$ cat src/rtl/pfd_pkg.sv
package pfd_pkg;

  // Default width of the overlap width code.
  localparam int unsigned PFD_SEL_W  = 2;
  // Default width of the pump current code.
  localparam int unsigned PFD_CURM_W = 3;

  // Pair of internal pump requests, before polarity handling.
  typedef struct packed {
    logic up;
    logic dn;
  } pump_req_t;

endpackage

$ cat src/rtl/pfd_rst_sync.sv
module pfd_rst_sync #(
  parameter int unsigned STAGES = 2
) (
  input  logic clk,
  input  logic rst_n,
  output logic rst_sync_n
);

  logic [STAGES-1:0] sh_q;
  logic [STAGES-1:0] sh_d;

  always_comb begin
    sh_d = {sh_q[STAGES-2:0], 1'b1};
  end

  always_ff @(posedge clk or negedge rst_n) begin
    if (!rst_n) begin
      sh_q <= '0;
    end else begin
      sh_q <= sh_d;
    end
  end

  assign rst_sync_n = sh_q[STAGES-1];

endmodule

$ cat src/rtl/pfd_edge_det.sv
module pfd_edge_det #(
  parameter int unsigned CH = 2
) (
  input  logic          clk,
  input  logic          rst_n,
  input  logic [CH-1:0] lvl,
  output logic [CH-1:0] rise
);

  for (genvar i = 0; i < CH; i++) begin : g_ch
    logic prev_q;
    logic prev_d;

    always_comb begin
      prev_d = lvl[i];
    end

    always_ff @(posedge clk or negedge rst_n) begin
      if (!rst_n) begin
        prev_q <= 1'b0;
      end else begin
        prev_q <= prev_d;
      end
    end

    assign rise[i] = lvl[i] & ~prev_q;

    AST_RISE_SINGLE: assert property (@(posedge clk) disable iff (!rst_n)
      rise[i] |=> !rise[i]);
  end

endmodule

$ cat src/rtl/pfd_overlap_timer.sv
module pfd_overlap_timer #(
  parameter int unsigned SEL_W = 2
) (
  input  logic             clk,
  input  logic             rst_n,
  input  logic             run,
  input  logic [SEL_W-1:0] sel,
  output logic             last
);

  localparam int unsigned CNT_W = (1 << SEL_W) - 1;

  logic [CNT_W-1:0] cnt_q;
  logic [CNT_W-1:0] cnt_d;
  logic [CNT_W:0]   span;
  logic [CNT_W:0]   cnt_ext;

  always_comb begin
    span    = (CNT_W + 1)'(1) << sel;
    cnt_ext = {1'b0, cnt_q};
    last    = run && (cnt_ext >= (span - (CNT_W + 1)'(1)));
  end

  always_comb begin
    if (!run || last) begin
      cnt_d = '0;
    end else begin
      cnt_d = cnt_q + CNT_W'(1);
    end
  end

  always_ff @(posedge clk or negedge rst_n) begin
    if (!rst_n) begin
      cnt_q <= '0;
    end else begin
      cnt_q <= cnt_d;
    end
  end

  AST_CNT_IDLE_ZERO: assert property (@(posedge clk) disable iff (!rst_n)
    !run |=> (cnt_q == '0));

endmodule

$ cat src/rtl/pfd_phase_state.sv
module pfd_phase_state
  import pfd_pkg::*;
(
  input  logic      clk,
  input  logic      rst_n,
  input  logic      ref_rise,
  input  logic      vco_rise,
  input  logic      standby,
  input  logic      ovl_last,
  output pump_req_t req
);

  pump_req_t req_q;
  pump_req_t req_d;
  logic      both;

  always_comb begin
    both  = req_q.up & req_q.dn;
    req_d = req_q;
    if (standby) begin
      req_d = '0;
    end else if (both) begin
      if (ovl_last) begin
        req_d.up = ref_rise;
        req_d.dn = vco_rise;
      end
    end else begin
      req_d.up = req_q.up | ref_rise;
      req_d.dn = req_q.dn | vco_rise;
    end
  end

  always_ff @(posedge clk or negedge rst_n) begin
    if (!rst_n) begin
      req_q <= '0;
    end else begin
      req_q <= req_d;
    end
  end

  assign req = req_q;

  AST_UP_SET: assert property (@(posedge clk) disable iff (!rst_n)
    (ref_rise && !standby && !both) |=> req_q.up);
  AST_DN_SET: assert property (@(posedge clk) disable iff (!rst_n)
    (vco_rise && !standby && !both) |=> req_q.dn);
  AST_SINGLE_HOLD: assert property (@(posedge clk) disable iff (!rst_n)
    (req_q.up && !req_q.dn && !standby) |=> req_q.up);
  AST_OVL_RELEASE: assert property (@(posedge clk) disable iff (!rst_n)
    (both && ovl_last && !standby && !ref_rise && !vco_rise) |=> (!req_q.up && !req_q.dn));
  AST_OVL_KEEP: assert property (@(posedge clk) disable iff (!rst_n)
    (both && !ovl_last && !standby) |=> (req_q.up && req_q.dn));
  AST_STANDBY_IDLE: assert property (@(posedge clk) disable iff (!rst_n)
    standby |=> (!req_q.up && !req_q.dn));

endmodule

$ cat src/rtl/pfd_overlap.sv
module pfd_overlap
  import pfd_pkg::*;
#(
  parameter int unsigned SEL_W      = PFD_SEL_W,
  parameter int unsigned CURM_W     = PFD_CURM_W,
  parameter int unsigned RST_STAGES = 2
) (
  input  logic              clk,
  input  logic              rst_n,
  input  logic              ref_pulse,
  input  logic              vco_pulse,
  input  logic              standby,
  input  logic              pol_invert,
  input  logic [SEL_W-1:0]  ab_width_sel,
  input  logic [CURM_W-1:0] cur_mode_in,
  output logic              pump_up,
  output logic              pump_dn,
  output logic [CURM_W-1:0] cur_mode_out
);

  localparam int unsigned N_CH   = 2;
  localparam int unsigned CH_REF = 0;
  localparam int unsigned CH_VCO = 1;

  logic              rst_int_n;
  logic [N_CH-1:0]   lvl;
  logic [N_CH-1:0]   rise;
  pump_req_t         req;
  logic              ovl_run;
  logic              ovl_last;
  logic [CURM_W-1:0] curm_q;
  logic [CURM_W-1:0] curm_d;

  pfd_rst_sync #(.STAGES(RST_STAGES)) u_rst (
    .clk        (clk),
    .rst_n      (rst_n),
    .rst_sync_n (rst_int_n)
  );

  assign lvl[CH_REF] = ref_pulse;
  assign lvl[CH_VCO] = vco_pulse;

  pfd_edge_det #(.CH(N_CH)) u_edge (
    .clk   (clk),
    .rst_n (rst_int_n),
    .lvl   (lvl),
    .rise  (rise)
  );

  assign ovl_run = req.up & req.dn & ~standby;

  pfd_overlap_timer #(.SEL_W(SEL_W)) u_timer (
    .clk   (clk),
    .rst_n (rst_int_n),
    .run   (ovl_run),
    .sel   (ab_width_sel),
    .last  (ovl_last)
  );

  pfd_phase_state u_state (
    .clk      (clk),
    .rst_n    (rst_int_n),
    .ref_rise (rise[CH_REF]),
    .vco_rise (rise[CH_VCO]),
    .standby  (standby),
    .ovl_last (ovl_last),
    .req      (req)
  );

  always_comb begin
    curm_d = cur_mode_in;
  end

  always_ff @(posedge clk or negedge rst_int_n) begin
    if (!rst_int_n) begin
      curm_q <= '0;
    end else begin
      curm_q <= curm_d;
    end
  end

  always_comb begin
    if (standby) begin
      pump_up = 1'b0;
      pump_dn = 1'b0;
    end else if (pol_invert) begin
      pump_up = req.dn;
      pump_dn = req.up;
    end else begin
      pump_up = req.up;
      pump_dn = req.dn;
    end
  end

  assign cur_mode_out = curm_q;

  AST_CURM_PASS: assert property (@(posedge clk) disable iff (!rst_int_n)
    1'b1 |=> (cur_mode_out == $past(cur_mode_in)));
  AST_RESET_QUIET: assert property (@(posedge clk)
    !rst_int_n |-> (!pump_up || standby || pol_invert) && (cur_mode_out == '0));
  AST_STANDBY_MUTE: assert property (@(posedge clk) disable iff (!rst_int_n)
    standby |-> (!pump_up && !pump_dn));

endmodule

$ cat config.mk
export PLATFORM = sky130hd
export DESIGN_NAME = pfd_overlap
export DESIGN_NICKNAME = d
export VERILOG_FILES = /design/src/rtl/pfd_pkg.sv /design/src/rtl/pfd_rst_sync.sv /design/src/rtl/pfd_edge_det.sv /design/src/rtl/pfd_overlap_timer.sv /design/src/rtl/pfd_phase_state.sv /design/src/rtl/pfd_overlap.sv
export SDC_FILE = /design/constraint.sdc
export NUM_CORES = 1
export LEC_CHECK = 0
export CORE_UTILIZATION = 39
export DETAILED_ROUTE_END_ITERATION = 16
export PLACE_DENSITY = 0.78
export SETUP_SLACK_MARGIN = 0.1
export SLEW_MARGIN = 20
export SYNTH_ARGS = -nofsm -noshare
export SYNTH_HDL_FRONTEND = slang
export SYNTH_SLANG_ARGS = --single-unit
$ cat constraint.sdc
create_clock -name clk -period 0.8 [get_ports clk]
set_clock_uncertainty 0.05 [all_clocks]
set_input_delay 0.08 -clock clk [delete_from_list [all_inputs] [get_ports clk]]
set_output_delay 0.08 -clock clk [all_outputs]
set_load 0.02 [all_outputs]
# Yosys cells after proc, flatten, opt, wreduce, memory -nomap -nowiden
# Index checks and enable logic that the tools add are counted.
[word_totals]
ff_bits = 12
latchBits = 0
mem_bits_rw = 0
mem_bits_ro = 0
in_bits = 11
output_inout_bits = 5
memories = 0
[classes]
n_addsub = 2
multipliers = 0
n_div = 0
order_cmp = 1
eq_ne = 1
n_shift = 1
mux = 8
bitwise = 9
n_reduce_logical = 3
[op_table]
columns = ["operator", "n"]
rows = [
  ["$mux W2", 3],
  ["$and A1 B1 Y1", 4],
  ["$ge A3 B4 Y1", 1],
  ["$mux W1", 4],
  ["$shl A1 B2 Y4 const A", 1],
  ["$sub A4 B1 Y4 const B", 1],
  ["$add A3 B1 Y3 const B", 1],
  ["$mux W3", 1],
  ["$ne A3 B3 Y1 const B", 1],
  ["$not A1 Y1", 3],
  ["$or A1 B1 Y1", 2],
  ["$logic_and A1 B1 Y1", 1],
  ["$logic_not A1 Y1", 1],
  ["$logic_or A1 B1 Y1", 1],
]

# Logic depth before layout (Yosys ltp)
# Gate-level depths: netlist of the first run.
[depth]
word_depth = 7
ltp_mapped = 5

# Modules after synthesis
# A second synthesis of the first run with hierarchy kept.
[unflattened]
cells_unflattened = 46
hier_area_um2 = 543.0
[by_module_without_submodules]
columns = ["mod", "n_inst", "cells_each", "area_each_um2", "seq_area_each_um2"]
rows = [
  ["pfd_overlap_timer", 1, 22, 219.0, 75.1],
  ["pfd_overlap", 1, 9, 110.1, 75.1],
  ["pfd_phase_state", 1, 8, 82.6, 50.0],
  ["pfd_edge_det", 1, 4, 77.6, 50.0],
  ["pfd_rst_sync", 1, 3, 53.8, 50.0],
]

# Worst setup path before layout of the first run
# Ideal clock, no wire load.
[synth_timing]
path_type = "register to register"
start = "register u_timer.cnt_q[2]"
end = "register u_state.req_q, in the netlist u_state.req[0]"
setup_time_ns = 0.099
t_arrival_ns = 1.143
setup_slack_ns = -0.492
path_stages_with_launch = 5
path_buffers = 0
period_less_slack_ns = 1.292
path_cell_list = "dfrtp_1 -> ha_1 -> a21oi_2 -> o21ai_2 -> a311oi_1"
[synth_via]
elab_chain_cells = 3
[synth_rtl]
columns = ["item", "line", "source"]
rows = [
  ["start: declaration", "pfd_overlap_timer.sv:13", "logic [CNT_W-1:0] cnt_q;"],
  ["start signal: assignment", "pfd_overlap_timer.sv:36", "cnt_q <= cnt_d;"],
  ["$ge A3 B4 Y1", "pfd_overlap_timer.sv:21", "last = run && (cnt_ext >= (span - (CNT_W + 1)'(1)));"],
  ["$logic_and A1 B1 Y1", "pfd_overlap_timer.sv:21", ""],
  ["$ne A3 B3 Y1 (no source line)", "-", ""],
  ["end signal: assignment", "pfd_phase_state.sv:37", "req_q <= req_d;"],
  ["end: declaration", "pfd_phase_state.sv:13", "pump_req_t req_q;"],
]
# No other way between the ends.
# A chain may end at the register's enable or synchronous reset.

# Final worst setup path of the first run
[layout_timing]
start = "register u_timer.cnt_q[2]"
end = "register u_state.req_q, in the netlist u_state.req[1]"
# Same word-level chain as after synthesis.

==> parameters.txt, run 1 <==
Parameter                              Value

Logic synthesis
  Area share of the largest cell type after synthesis    57.6%
  Post-synthesis cell area    522 µm²
  Simple logic cell fraction of the synthesized area    between 10% and 20%
  Multiplexer fraction of the synthesized cell area    between 3 and 4%
  Largest area contributor in the synthesized netlist    sky130_fd_sc_hd__dfrtp_1
  Area fraction in compound gates after synthesis    under 10%
  Post-synth net total    56
  Area share of xor/xnor cells in the synthesized design    under 10%
  Adder-cell share of the synthesized area    a little under a tenth
  Warning count from the yosys run    0
  Avg Inst Size Synth    between 10 and 15 µm²
  Cell variety after synth    17
  Largest family of logic cells by synthesized area    simple AND/OR/NAND/NOR gates
  Cells after Synth    41
  Leading post-synthesis cells by cell area    sky130_fd_sc_hd__dfrtp_1, sky130_fd_sc_hd__ha_1, sky130_fd_sc_hd__nand2b_4, sky130_fd_sc_hd__mux2i_1, sky130_fd_sc_hd__a311oi_1
  Share of synthesized area occupied by flip-flops and latches    57.6%
  Total of flip-flops plus latches after synthesis    12

Final layout
  Multi-input gate area in the final layout    roughly 310 µm²
  Area Overhead vs Synth    67.4%
  Ratio of cells with drive above 1 in the final layout    47.8%
  Antenna fix cells    0
  Sequential standard cell area    300 µm²
  # nets final    84
  Fill cell instance count of the final layout    between 70 and 80

Critical path
  Type of destination of the critical path    flop
  Crit Reg-Reg Startpoint    u_timer.cnt_q[2]
  End of the worst register-to-register path    u_state.req[1]
  Worst Setup SP    u_timer.cnt_q[2]
  Critical path data required time    0.88 ns
  Count of cells along the worst register-to-register path    4
  Crit path to    u_state.req[1]
  Worst-path fanout max    5
  Setup CP Type    flop to flop
  Setup slack on the worst flop-to-flop path    -0.49 ns
  CP Launch Type    flop
  Worst EP arrival    1.36 ns

CTS
  Bufs on Longest Clock Path    2
  Number of CTS-inserted buffers    3
  Number of sinks driven by the clock tree    12
  Cell at the root of the clock tree    sky130_fd_sc_hd__clkbuf_4
  Clock tree from TritonCTS    built
  Clock H-tree levels    1
  Worst-path clk slew    around 0.07 ns
  Later-pin clock latency in the skew report    roughly 0.26 ns

Detailed routing
  Starting DRC count in detailed routing    3
  Remaining antenna violation count    0
  Average wire length per cell after detail routing    13.1 µm
  Pre-Repair DR Iteration Count    2
  Vias    390
  DR DRC count    0
  Total Wirelength    around 1100 µm
  Vias per std cell    ~4.8

Global routing
  Largest net degree at the start of global routing    11
  Total overflow reported by the global router    0
  Wire length of the first global-routing pass    around 1600 µm
  Via count of the first global-routing pass    a little over 400
  Global-route total usage across every layer    15.6%
  Number of antenna violations at the first check in global routing    0

Power
  Peak supply drop    934 µV
  Standby leakage power    0.394 nW
  Clk pwr share    27.8%
  NetSw    0.297 mW
  Relative contribution of sequential cells to total power    between 50% and 60%
  Total internal power    between 0.9 and 1 mW
  Net Sw Frac    23.8%
  Cell Pwr Density    1430 mW/mm²
  Logic gate share of total power    approximately a fifth

Status
  Violations in the final reports    setup timing
  Result of the run    finished with violations

Floorplan
  Core area    0.00117 mm²
  Core Rows    12
  Initial standard-cell utilization of the core    between 40 and 50%
  DIE HEIGHT    about 39 µm
  Die Outline Area    0.00149 mm²
  Count of boundary I/O pins    16
  Die Wd    38.6 µm

Placement
  Setup Slack @ Placement    -0.990 ns
  I/O Buffers    15
  Total half-perimeter wirelength after legalization and detailed placement    771 µm
  Placer Congestion    0.700

Timing
  Setup repair after global routing missed its margin    true
  Worst hold slack    0.110 ns
  Setup-violating endpoint count in the final report    10
  Post-route minimum period    1.29 ns
  Final critical-path setup slack    -0.488 ns
  Max Slew Vio Count    0
  Upper clock frequency limit    776 MHz
  Summed negative setup slack over all endpoints    -3.17 ns
  Fin crit share    161%
  Final hold vios    0

Flow run
  Max-Cap Viols    0

Worst hold path
  Worst Hold Class    flop to asynchronous set/reset pin
power by group through the flow:
stage	sequential, mW	combinational [mW]	clock (mW)
2_1_floorplan	0.671	0.0697	0
3_3_place_gp	0.661	0.193	0
3_5_place_dp	0.663	0.198	0
4_1_cts	0.653	0.214	0.355
5_1_grt	0.656	0.265	0.390
6_report	0.652	0.250	0.347
registers in the layout, indices dropped and copies added, names as in the netlist:
register	flops
u_timer.cnt_q	3
u_state.req	2
u_edge.g_ch.prev_q	2
u_rst.sh_q	2
cur_mode_out	3
routing by layer:
| metal | vias up | track usage, % | routed length [µm] |
|---|---|---|---|
| li1 | 189 | - | - |
| met1 | 188 | 17.1 | 465 |
| met2 | 11 | 25.8 | 550 |
| met3 | 2 | 4.62 | 37 |
| met4 | 0 | 10.3 | 4 |
| met5 | - | 0 | 0 |
synthesized netlist by cell type (all sizes together):
| cell | number |
|---|---|
| nand2 | 2 |
| nand2b | 2 |
| nor2b | 1 |
| mux2i | 2 |
| nor2 | 2 |
| inv | 3 |
| a311oi | 2 |
| nand3b | 1 |
| o21ai | 1 |
| conb | 1 |
| and2b | 2 |
| nor3 | 3 |
| a21oi | 1 |
| or2 | 1 |
| dfrtp | 12 |
| xnor2 | 1 |
| ha | 4 |
metrics by stage:
step | total power, mW | instances | util, % | cell area, µm²
3_5_place_dp | 0.861 | 76 | 64.4 | 754
4_1_cts | 1.22 | 81 | 69.3 | 812
6_report | 1.25 | 81 | 74.6 | 873
5_1_grt | 1.31 | 81 | 74.6 | 873
2_1_floorplan | 0.741 | 41 | - | 542
3_3_place_gp | 0.854 | 76 | 64.4 | 754
worst max-delay path, stage by stage, from the launching register on:
cell and delay, ns:
sky130_fd_sc_hd__dfrtp_1 0.41, sky130_fd_sc_hd__ha_4 0.31, sky130_fd_sc_hd__nand2_4 0.05, sky130_fd_sc_hd__o21ai_4 0.20
sky130_fd_sc_hd__a311oi_2 0.13
logic make-up (layout without fill, tap and decap cells):
| family | Yosys count | after routing |
|---|---|---|
| AO/OA/AOI/OAI | 4 | 4 |
| XOR/XNOR | 1 | 1 |
| adder cells (fa/ha/maj) | 4 | 4 |
| buffers and inverters | 3 | 29 |
| flip-flops | 12 | 12 |
| multiplexers | 2 | 2 |
| other | 1 | 1 |
| AND/OR/NAND/NOR | 14 | 14 |
cells in the final DEF, fill, tap and decap left out:
cell type	instances
sky130_fd_sc_hd__ha_1	1
sky130_fd_sc_hd__o21ai_4	1
sky130_fd_sc_hd__nor2b_4	1
sky130_fd_sc_hd__dlygate4sd3_1	1
sky130_fd_sc_hd__a311oi_2	2
sky130_fd_sc_hd__nand2b_4	2
sky130_fd_sc_hd__nor2_2	2
sky130_fd_sc_hd__dfrtp_1	12
sky130_fd_sc_hd__xnor2_1	1
sky130_fd_sc_hd__nor3_1	2
sky130_fd_sc_hd__nand3b_1	1
sky130_fd_sc_hd__nor3_2	1
sky130_fd_sc_hd__clkdlybuf4s50_1	8
sky130_fd_sc_hd__mux2i_1	2
sky130_fd_sc_hd__buf_4	7
sky130_fd_sc_hd__or2_4	1
sky130_fd_sc_hd__inv_2	1
sky130_fd_sc_hd__conb_1	1
sky130_fd_sc_hd__ha_4	3
sky130_fd_sc_hd__clkbuf_4	3
sky130_fd_sc_hd__nand2_4	1
sky130_fd_sc_hd__buf_6	5
sky130_fd_sc_hd__inv_1	2
sky130_fd_sc_hd__a21oi_4	1
sky130_fd_sc_hd__and2b_1	2
sky130_fd_sc_hd__dlygate4sd2_1	2
sky130_fd_sc_hd__nand2_2	1
worst min path at each step:
stage	from	to	cells after the start
CTS	u_rst.sh_q[1]	u_edge.g_ch[0].prev_q	0
global route	u_rst.sh_q[1]	u_edge.g_ch[1].prev_q	0
finish	u_rst.sh_q[1]	u_edge.g_ch[0].prev_q	0
floorplan	rst_n	u_rst.sh_q[0]	0
detailed placement	u_rst.sh_q[1]	u_edge.g_ch[0].prev_q	0
global placement	u_rst.sh_q[1]	u_edge.g_ch[0].prev_q	0
repair_timing:
action                                 in CTS  in global routing
buffers inserted                            1                  0
hold buffers                                1                  0
endpoints found under the hold margin       2                  0
pin swaps                                   5                  0
gates resized for setup                    35                 10
setup endpoints to repair                  10                 10
layout make-up:
cell class / count / area share, %
Multi-Input combinational cell: 26 / 35.0
Tap cell: 14 / 2.01
Timing Repair Buffer: 23 / 24.8
Clock buffer: 3 / 2.58
Sequential cell: 12 / 34.4
Inverter: 3 / 1.29
No activity file was read; power rests on OpenSTA's default activity.
==> inputs of run 2 (changes only) <==
- SKIP_CTS_REPAIR_TIMING: unset -> 1
==> parameters.txt, run 2 (same netlist as run 1, synthesis figures left out) <==
Parameter                              Value

Status
  Result of the run    finished with violations
  Violations in the final reports    hold timing, setup timing

Timing
  Worst hold slack    -0.0787 ns
  Upper clock frequency limit    779 MHz
  Setup-violating endpoint count in the final report    10
  Final hold vios    2
  Setup repair after global routing missed its margin    true
  Max Slew Vio Count    0
  Fin crit share    161%
  Post-route minimum period    1.28 ns
  Final critical-path setup slack    -0.484 ns
  Summed negative setup slack over all endpoints    -3.18 ns

Power
  Standby leakage power    0.402 nW
  Peak supply drop    943 µV
  Cell Pwr Density    1460 mW/mm²
  Final Total Pwr    1.23 mW

Final layout
  Multi-input gate area in the final layout    285 µm²
  Design area    845 µm²
  Sequential standard cell area    300 µm²
  Area Overhead vs Synth    61.9%
  Antenna fix cells    0
  Commonest non-fill, non-tap cells in the layout    sky130_fd_sc_hd__dfrtp_1, sky130_fd_sc_hd__clkdlybuf4s50_1, sky130_fd_sc_hd__buf_4
  Most common cell after layout, fill and taps aside    sky130_fd_sc_hd__dfrtp_1
  Fill cell instance count of the final layout    84
  Ratio of cells with drive above 1 in the final layout    43.9%
  # nets final    83

Global routing
  Wire length of the first global-routing pass    1500 µm
  Number of antenna violations at the first check in global routing    0
  Global-route total usage across every layer    15.3%
  Total overflow reported by the global router    0
  Largest net degree at the start of global routing    11
  Via count of the first global-routing pass    403

Floorplan
  Die Wd    38.6 µm
  Core area    0.00117 mm²
  Initial standard-cell utilization of the core    44.6%
  Count of boundary I/O pins    16
  DIE HEIGHT    38.6 µm
  Core Rows    12
  Die Outline Area    roughly 0.0015 mm²

Detailed routing
  Average wire length per cell after detail routing    approximately 13 µm
  Total Wirelength    between 1000 and 1500 µm
  DR DRC count    0
  Pre-Repair DR Iteration Count    2
  Vias    395
  Vias per std cell    4.94
  Starting DRC count in detailed routing    1
  Remaining antenna violation count    0

Placement
  Total half-perimeter wirelength after legalization and detailed placement    between 700 and 800 µm
  I/O Buffers    15
  Instance area after placement    754 µm²
  Placer Congestion    around 0.7

Critical path
  Type of destination of the critical path    flop
  Worst path slowest cell    sky130_fd_sc_hd__dfrtp_1
  Peak per-stage delay on the critical path    about 0.41 ns
  Setup CP Type    flop to flop
  CP Launch Type    flop
  Worst EP arrival    1.36 ns
  Critical path, cell by cell    ha_4 > nand2_2 > o21ai_4 > a311oi_2
  Critical path data required time    approximately 0.9 ns
  Worst-path fanout max    5

CTS
  Clock tree from TritonCTS    built
  Cell at the root of the clock tree    sky130_fd_sc_hd__clkbuf_4
  Bufs on Longest Clock Path    2
  Number of sinks driven by the clock tree    12
  Clock H-tree levels    1
  Number of CTS-inserted buffers    3
  Worst-path clk slew    0.07 ns
  Later-pin clock latency in the skew report    0.26 ns

Worst hold path
  Worst Hold Class    primary input to asynchronous set/reset pin

Flow run
  Max-Cap Viols    0
-- run 2: where the power goes --
group	internal (mW)	total [mW]	switching, mW
clock network	0.174	0.346	0.173
registers	0.632	0.652	0.0205
logic	0.137	0.234	0.0971
-- run 2: layout make-up --
cell class / instances / share of cell area (%)
sequential: 12 / 35.6
inverter: 3 / 1.33
clock buffer: 3 / 2.67
timing repair buffer: 22 / 24.6
multi-input combinational: 26 / 33.8
tap: 14 / 2.07
-- run 2: per-layer routing --
layer / routed length, µm / vias to the layer above / GRT usage [%]
li1: - / 187 / -
met1: 426 / 191 / 16.7
met2: 555 / 13 / 24.2
met3: 38 / 4 / 4.62
met4: 12 / 0 / 12.1
met5: 0 / - / 0
-- run 2: critical path, delay by kind of cell, from the launching register on --
family / cells / cell delay [ns]
DFF: 1 / 0.41
AOI/OAI and AO/OA: 2 / 0.33
adders and majority gates: 1 / 0.29
and+or+nand+nor: 1 / 0.06
-- run 2: worst paths after layout --
path	from	endpoint	slack, ns	depth (start not counted)
max in group asynchronous	u_rst.sh_q[1]	cur_mode_out[2]	0.31	0
setup reg to reg	u_timer.cnt_q[2]	u_state.req[1]	-0.48	4
hold reg to reg	u_rst.sh_q[1]	u_edge.g_ch[0].prev_q	0.11	0
min in group clk	cur_mode_in[1]	cur_mode_out[1]	0.20	1
setup / recovery	u_timer.cnt_q[2]	u_state.req[1]	-0.48	4
hold / removal	rst_n	u_rst.sh_q[0]	-0.08	1
-- run 2: through the flow --
| step | hold slack (ns) | cells | util, % | worst slack (ns) |
|---|---|---|---|---|
| floorplan | -0.266 | 41 | - | -0.444 |
| global placement | 0.112 | 76 | 64.4 | -0.938 |
| detailed placement | 0.121 | 76 | 64.4 | -0.990 |
| CTS | -0.0790 | 79 | 66.3 | -0.751 |
| global route | -0.0823 | 80 | 72.1 | -0.544 |
| finish | -0.0787 | 80 | 72.1 | -0.484 |
